**config.mk**
```make
export PLATFORM = sky130hd
export DESIGN_NAME = min_flag_alu
export DESIGN_NICKNAME = d
export VERILOG_FILES = /design/src/rtl/alu_pkg.sv /design/src/rtl/alu_nibble_add.sv /design/src/rtl/alu_adder_chain.sv /design/src/rtl/alu_flags.sv /design/src/rtl/min_flag_alu.sv
export SDC_FILE = /design/constraint.sdc
export NUM_CORES = 1
export LEC_CHECK = 0
export ABC_AREA = 1
export BUFFER_PORTS_ARGS = -buffer_cell sky130_fd_sc_hd__buf_2
export CAP_MARGIN = 25
export CORE_ASPECT_RATIO = 0.9
export CORE_MARGIN = 8
export CORE_UTILIZATION = 55
export DETAILED_ROUTE_END_ITERATION = 12
export GPL_ROUTABILITY_DRIVEN = 0
export PLACE_DENSITY = 0.84
export SLEW_MARGIN = 10
export SYNTH_ARGS = -nofsm -noshare
export SYNTH_HDL_FRONTEND = slang
export SYNTH_SLANG_ARGS = --single-unit
```
**constraint.sdc**
```tcl
create_clock -name clk -period 4.7 [get_ports clk]
set_input_delay 0.235 -clock clk [delete_from_list [all_inputs] [get_ports clk]]
set_output_delay 0.235 -clock clk [all_outputs]
set_load 0.01 [all_outputs]
```
**src/rtl/alu_pkg.sv**
```systemverilog
package alu_pkg;
  typedef enum logic [2:0] {
    FN_PASSB = 3'd0,
    FN_ADD   = 3'd1,
    FN_SHL   = 3'd2,
    FN_AND   = 3'd3,
    FN_OR    = 3'd4,
    FN_XOR   = 3'd5,
    FN_SUB   = 3'd6,
    FN_PASSA = 3'd7
  } alu_fn_e;

  typedef enum logic [1:0] {
    CI_ZERO = 2'd0,
    CI_ONE  = 2'd1,
    CI_C    = 2'd2,
    CI_TC   = 2'd3
  } cin_sel_e;
endpackage

```
**src/rtl/alu_nibble_add.sv**
```systemverilog
module alu_nibble_add #(
  parameter int SLICE = 4
) (
  input  logic [SLICE-1:0] a,
  input  logic [SLICE-1:0] b,
  input  logic             ci,
  output logic [SLICE-1:0] s,
  output logic             co
);
  // One ripple slice of the adder chain.
  assign {co, s} = {1'b0, a} + {1'b0, b} + {{SLICE{1'b0}}, ci};
endmodule

```
**src/rtl/alu_adder_chain.sv**
```systemverilog
module alu_adder_chain #(
  parameter int WIDTH = 8,
  parameter int SLICE = 4
) (
  input  logic [WIDTH-1:0] a,
  input  logic [WIDTH-1:0] b,
  input  logic             ci,
  output logic [WIDTH-1:0] s,
  output logic             co
);
  localparam int NSLICE = WIDTH / SLICE;

  logic [NSLICE:0] carry;
  assign carry[0] = ci;

  for (genvar g = 0; g < NSLICE; g++) begin : g_slice
    alu_nibble_add #(.SLICE(SLICE)) u_add (
      .a  (a[g*SLICE +: SLICE]),
      .b  (b[g*SLICE +: SLICE]),
      .ci (carry[g]),
      .s  (s[g*SLICE +: SLICE]),
      .co (carry[g+1])
    );
  end

  assign co = carry[NSLICE];
endmodule

```
**src/rtl/alu_flags.sv**
```systemverilog
module alu_flags (
  input  logic clk,
  input  logic rst_n,
  input  logic flag_we,
  input  logic tc_we,
  input  logic res_msb,
  input  logic cout,
  output logic flag_n,
  output logic flag_c,
  output logic flag_tc
);
  always_ff @(posedge clk or negedge rst_n) begin
    if (!rst_n) begin
      flag_n <= 1'b0;
      flag_c <= 1'b0;
    end else if (flag_we) begin
      flag_n <= res_msb;
      flag_c <= cout;
    end
  end

  always_ff @(posedge clk or negedge rst_n) begin
    if (!rst_n) flag_tc <= 1'b0;
    else if (tc_we) flag_tc <= cout;
  end

  p_nc_hold_r7: assert property (@(posedge clk) disable iff (!rst_n)
    !flag_we |=> ($stable(flag_n) && $stable(flag_c)));
  p_nc_load_r7: assert property (@(posedge clk) disable iff (!rst_n)
    flag_we |=> (flag_n == $past(res_msb) && flag_c == $past(cout)));
  p_tc_hold_r8: assert property (@(posedge clk) disable iff (!rst_n)
    !tc_we |=> $stable(flag_tc));
endmodule

```
**src/rtl/min_flag_alu.sv**
```systemverilog
module min_flag_alu
  import alu_pkg::*;
#(
  parameter int WIDTH = 8,
  parameter int SLICE = 4
) (
  input  logic             clk,
  input  logic             rst_n,
  input  logic [WIDTH-1:0] bus_in,
  input  logic [2:0]       func,
  input  logic [1:0]       cin_sel,
  input  logic             a_sel,
  input  logic             acc_we,
  input  logic             t_we,
  input  logic             flag_we,
  input  logic             tc_we,
  output logic [WIDTH-1:0] result,
  output logic [WIDTH-1:0] acc_out,
  output logic [WIDTH-1:0] t_out,
  output logic             flag_n,
  output logic             flag_c,
  output logic             flag_tc,
  output logic [2:0]       ovf_bits
);
  localparam int MSB = WIDTH - 1;

  alu_fn_e          fn;
  cin_sel_e         csel;
  logic [WIDTH-1:0] acc_q, t_q, a_op, add_b, sum;
  logic             cin, add_co, cout, is_arith;

  assign fn   = alu_fn_e'(func);
  assign csel = cin_sel_e'(cin_sel);
  assign a_op = a_sel ? t_q : acc_q;

  // Adder B input: bus, inverted bus for subtract, operand A for shift.
  always_comb begin
    unique case (fn)
      FN_SUB:  add_b = ~bus_in;
      FN_SHL:  add_b = a_op;
      default: add_b = bus_in;
    endcase
  end

  always_comb begin
    unique case (csel)
      CI_ZERO: cin = 1'b0;
      CI_ONE:  cin = 1'b1;
      CI_C:    cin = flag_c;
      default: cin = flag_tc;
    endcase
  end

  alu_adder_chain #(.WIDTH(WIDTH), .SLICE(SLICE)) u_chain (
    .a  (a_op),
    .b  (add_b),
    .ci (cin),
    .s  (sum),
    .co (add_co)
  );

  assign is_arith = (fn == FN_ADD) || (fn == FN_SUB) || (fn == FN_SHL);

  always_comb begin
    unique case (fn)
      FN_PASSB: result = bus_in;
      FN_AND:   result = a_op & bus_in;
      FN_OR:    result = a_op | bus_in;
      FN_XOR:   result = a_op ^ bus_in;
      FN_PASSA: result = a_op;
      default:  result = sum;
    endcase
  end

  assign cout     = is_arith ? add_co : 1'b0;
  assign ovf_bits = {a_op[MSB], add_b[MSB], result[MSB]};

  always_ff @(posedge clk or negedge rst_n) begin
    if (!rst_n) acc_q <= '0;
    else if (acc_we) acc_q <= result;
  end

  always_ff @(posedge clk or negedge rst_n) begin
    if (!rst_n) t_q <= '0;
    else if (t_we) t_q <= result;
  end

  assign acc_out = acc_q;
  assign t_out   = t_q;

  alu_flags u_flags (
    .clk     (clk),
    .rst_n   (rst_n),
    .flag_we (flag_we),
    .tc_we   (tc_we),
    .res_msb (result[MSB]),
    .cout    (cout),
    .flag_n  (flag_n),
    .flag_c  (flag_c),
    .flag_tc (flag_tc)
  );

  p_sum_exact_r2: assert property (@(posedge clk) disable iff (!rst_n)
    (fn == FN_ADD || fn == FN_SUB) |->
      ({cout, result} == ({1'b0, a_op} + {1'b0, add_b} + {{WIDTH{1'b0}}, cin})));
  p_shl_carry_r5: assert property (@(posedge clk) disable iff (!rst_n)
    (fn == FN_SHL) |-> (cout == a_op[MSB]));
  p_acc_hold_r9: assert property (@(posedge clk) disable iff (!rst_n)
    !acc_we |=> $stable(acc_q));
  p_t_load_r9: assert property (@(posedge clk) disable iff (!rst_n)
    t_we |=> (t_q == $past(result)));
endmodule

```
==> run metrics <==
Seq. cell area around 480 um2; min-delay worst type input pin to register; ANT cells 0; via count 2203; ratio of cells with drive above 1 in the final layout 0.194; footprint of the multi-input gates 1430 um2; CP endpoint kind primary output; CTS root buffer clkbuf_8; Final HPWL DP around 4500 um; leading area contributor after synthesis dfrtp_1; Iter 0 DRT Violations 183; Num Clock Sinks 19; die area 6180 um2; f_max 0.255 GHz; clk_lat worst skew 0.26 ns; DR WL/cell about 14 um; top cells by area, synth dfrtp_1 22%, nand2_1 19%, ha_1 13%, inv_1 7.0%, nand3_1 6.5%; Cells after Synth between 300 and 400; final std cells w/o fill 407; initial antenna violation count 0; Area growth, synth to finish 12.8%; DRC Markers 0; ys async rst share 1.00; worst path required time about 4.5 ns; Setup-failing EPs final 0; Fin. Hold Viols 0; vias in the first global route 2086; Seq/Total Area, Yosys 0.221; reg2reg start t_out[0]$_DFFE_PN0P_; Synth top area share 0.221; Die W slightly above 80 um; htree depth 1; Main synth FF type dfrtp_1; largest net degree at the start of global routing 22; net total in the final layout between 400 and 500; Pre-antenna DRT Iters 4; P per Cell Area between 300 and 400 nW/um2; Overall Global Routing Usage 0.191; Std-Cell Rows 21; Die Height 75.4 um; Pleak 0.00145 uW; Max-Cap Viols 0; critical path class register to primary output; capture point of the worst path result[5]; worst slew pin tran 0.557 ns; TNS Setup 0 ns; placed cells 402; TritonCTS clock tree yes; post-layout util 0.651; worst path arrival time roughly 3.7 ns; Crit. Startpoint t_out[0]$_DFFE_PN0P_; clock transition at the registers of the reported paths around 0.070 ns; max-slew violations 0; RSZ-0062 raised after global routing false; Layout fillers 357; TritonCTS buffer count 3; Clock Skews 0.00480 ns; Via-to-Cell Ratio 5.41; first-pass GRT wire length between 9000 and 10000 um; FF-to-FF End t_out[5]$_DFFE_PN0P_; Top Ports 50; Reg2Reg Depth 15; Worst VDD drop 192 uV; drt total wl 5690 um; clock tree buffer depth 2; synthesized area roughly 2200 um2; Post-DRT Antenna Nets 0; Post-synth EDFFs 0; Net Count, Synth 365; cell area after layout 2430 um2; R2R Setup Slk 1.32 ns; Final Cycle Share 0.834; Resized cells post-CTS 0; count leader, synth nand2_1; grt total ovfl 0; IO Port Bufs 49; Core Area between 3000 and 4000 um2; CP max FO 3; FF+latch count, synth 19; initial core utilization 0.577; yosys warns 0; synth unique cells 34; status complete, no violations; DP Area 2370 um2; type of origin of the critical path register; Slew HR 0.629; fin crit period 3.92 ns; Avg Synthesized Cell Area between 6 and 7 um2; synth cell count leaders 110 x nand2_1, 40 x inv_1, 28 x nand3_1
==> cell families after synthesis <==
logic type / count (synthesis) / synth area share
adder cells (fa/ha/maj): 26 / 0.165
XOR/XNOR: 2 / 0.00814
buffers and inverters: 55 / 0.115
flip-flops: 19 / 0.221
AO/OA/AOI/OAI: 27 / 0.0738
AND/OR/NAND/NOR: 190 / 0.417
==> registers in the layout, indices dropped and copies added (netlist names) <==
name and flops:
acc_out 8, t_out 8, u_flags.flag_c 1, u_flags.flag_n 1
u_flags.flag_tc 1
==> cell usage in the layout, fill, tap and decap left out <==
cell             n
a211oi_1         1
a21boi_1         3
a21oi_1         10
a22oi_1          2
and2_1           3
buf_2           49
clkbuf_8         3
clkinv_2         1
dfrtp_1         19
dlygate4sd3_1    1
fa_1             4
ha_1            22
inv_1           40
inv_2            2
inv_4            1
nand2_1        110
nand2_2          4
nand2_4          1
nand3_1         28
nand3_2          3
nand3_4          1
nand3b_1         4
nand4_1         16
nor2_1          14
nor2_2           2
nor2_4           1
nor2_8           1
nor3_2           1
o21ai_0          3
o21ai_1          2
o21bai_1         1
o22ai_1          5
or2_1            1
xnor2_1          1
xor2_1           1
==> timing repair <==
action                                 CTS  global route
endpoints found under the hold margin   19             0
buffers inserted                         0             0
hold buffers                             1             0
==> through the flow <==
step	hold slack (ns)	power, uW	setup WS [ns]
after detailed placement	0.196	701	0.823
after floorplan	-0.0606	551	1.23
after global placement	0.188	689	0.923
after global routing	0.162	893	0.506
after CTS	0.154	816	0.789
final	0.159	812	0.778
==> final cells by class <==
type	instances	area share
inverters	43	0.0675
well taps	46	0.0237
clock inverters	1	0.00206
multi-input cells	245	0.589
flip-flops and latches	19	0.196
repair buffers	50	0.105
clock buffers	3	0.0170
==> layer usage <==
metal  up-vias  global-route usage  share of wire
li1       1111                   -              -
met1      1021               0.258           0.46
met2        63               0.312           0.47
met3         8              0.0354          0.057
met4         0              0.0331          0.010
met5         -                   0              0
==> worst max-delay path, cell delays in order (launching register included) <==
cell and delay, ns:
dfrtp_1 0.38, nand2_1 0.07, nand2_1 0.11, inv_1 0.10, a22oi_1 0.14, o21ai_0 0.14
fa_1 0.45, fa_1 0.41, nor2_1 0.12, a211oi_1 0.06, fa_1 0.36, inv_1 0.09
fa_1 0.41, or2_1 0.27, and2_1 0.17, buf_2 0.14
==> worst min path at each step <==
| stage | slack [ns] | end | depth (start not counted) | startpoint |
|---|---|---|---|---|
| 2_1_floorplan | -0.06 | acc_out[0]$_DFFE_PN0P_ | 0 | rst_n |
| 3_3_place_gp | 0.19 | t_out[1]$_DFFE_PN0P_ | 1 | rst_n |
| 3_5_place_dp | 0.20 | t_out[1]$_DFFE_PN0P_ | 1 | rst_n |
| 4_1_cts | 0.15 | u_flags.flag_tc$_DFFE_PN0P_ | 2 | tc_we |
| 5_1_grt | 0.16 | u_flags.flag_tc$_DFFE_PN0P_ | 2 | tc_we |
| 6_report | 0.16 | u_flags.flag_tc$_DFFE_PN0P_ | 2 | tc_we |
==> where the power goes <==
part	total, uW	internal, uW	switching (uW)
sequential	240	204	35.3
clock	113	58.9	54.1
combinational	459	175	284
Power figures use the tool's default switching activity.
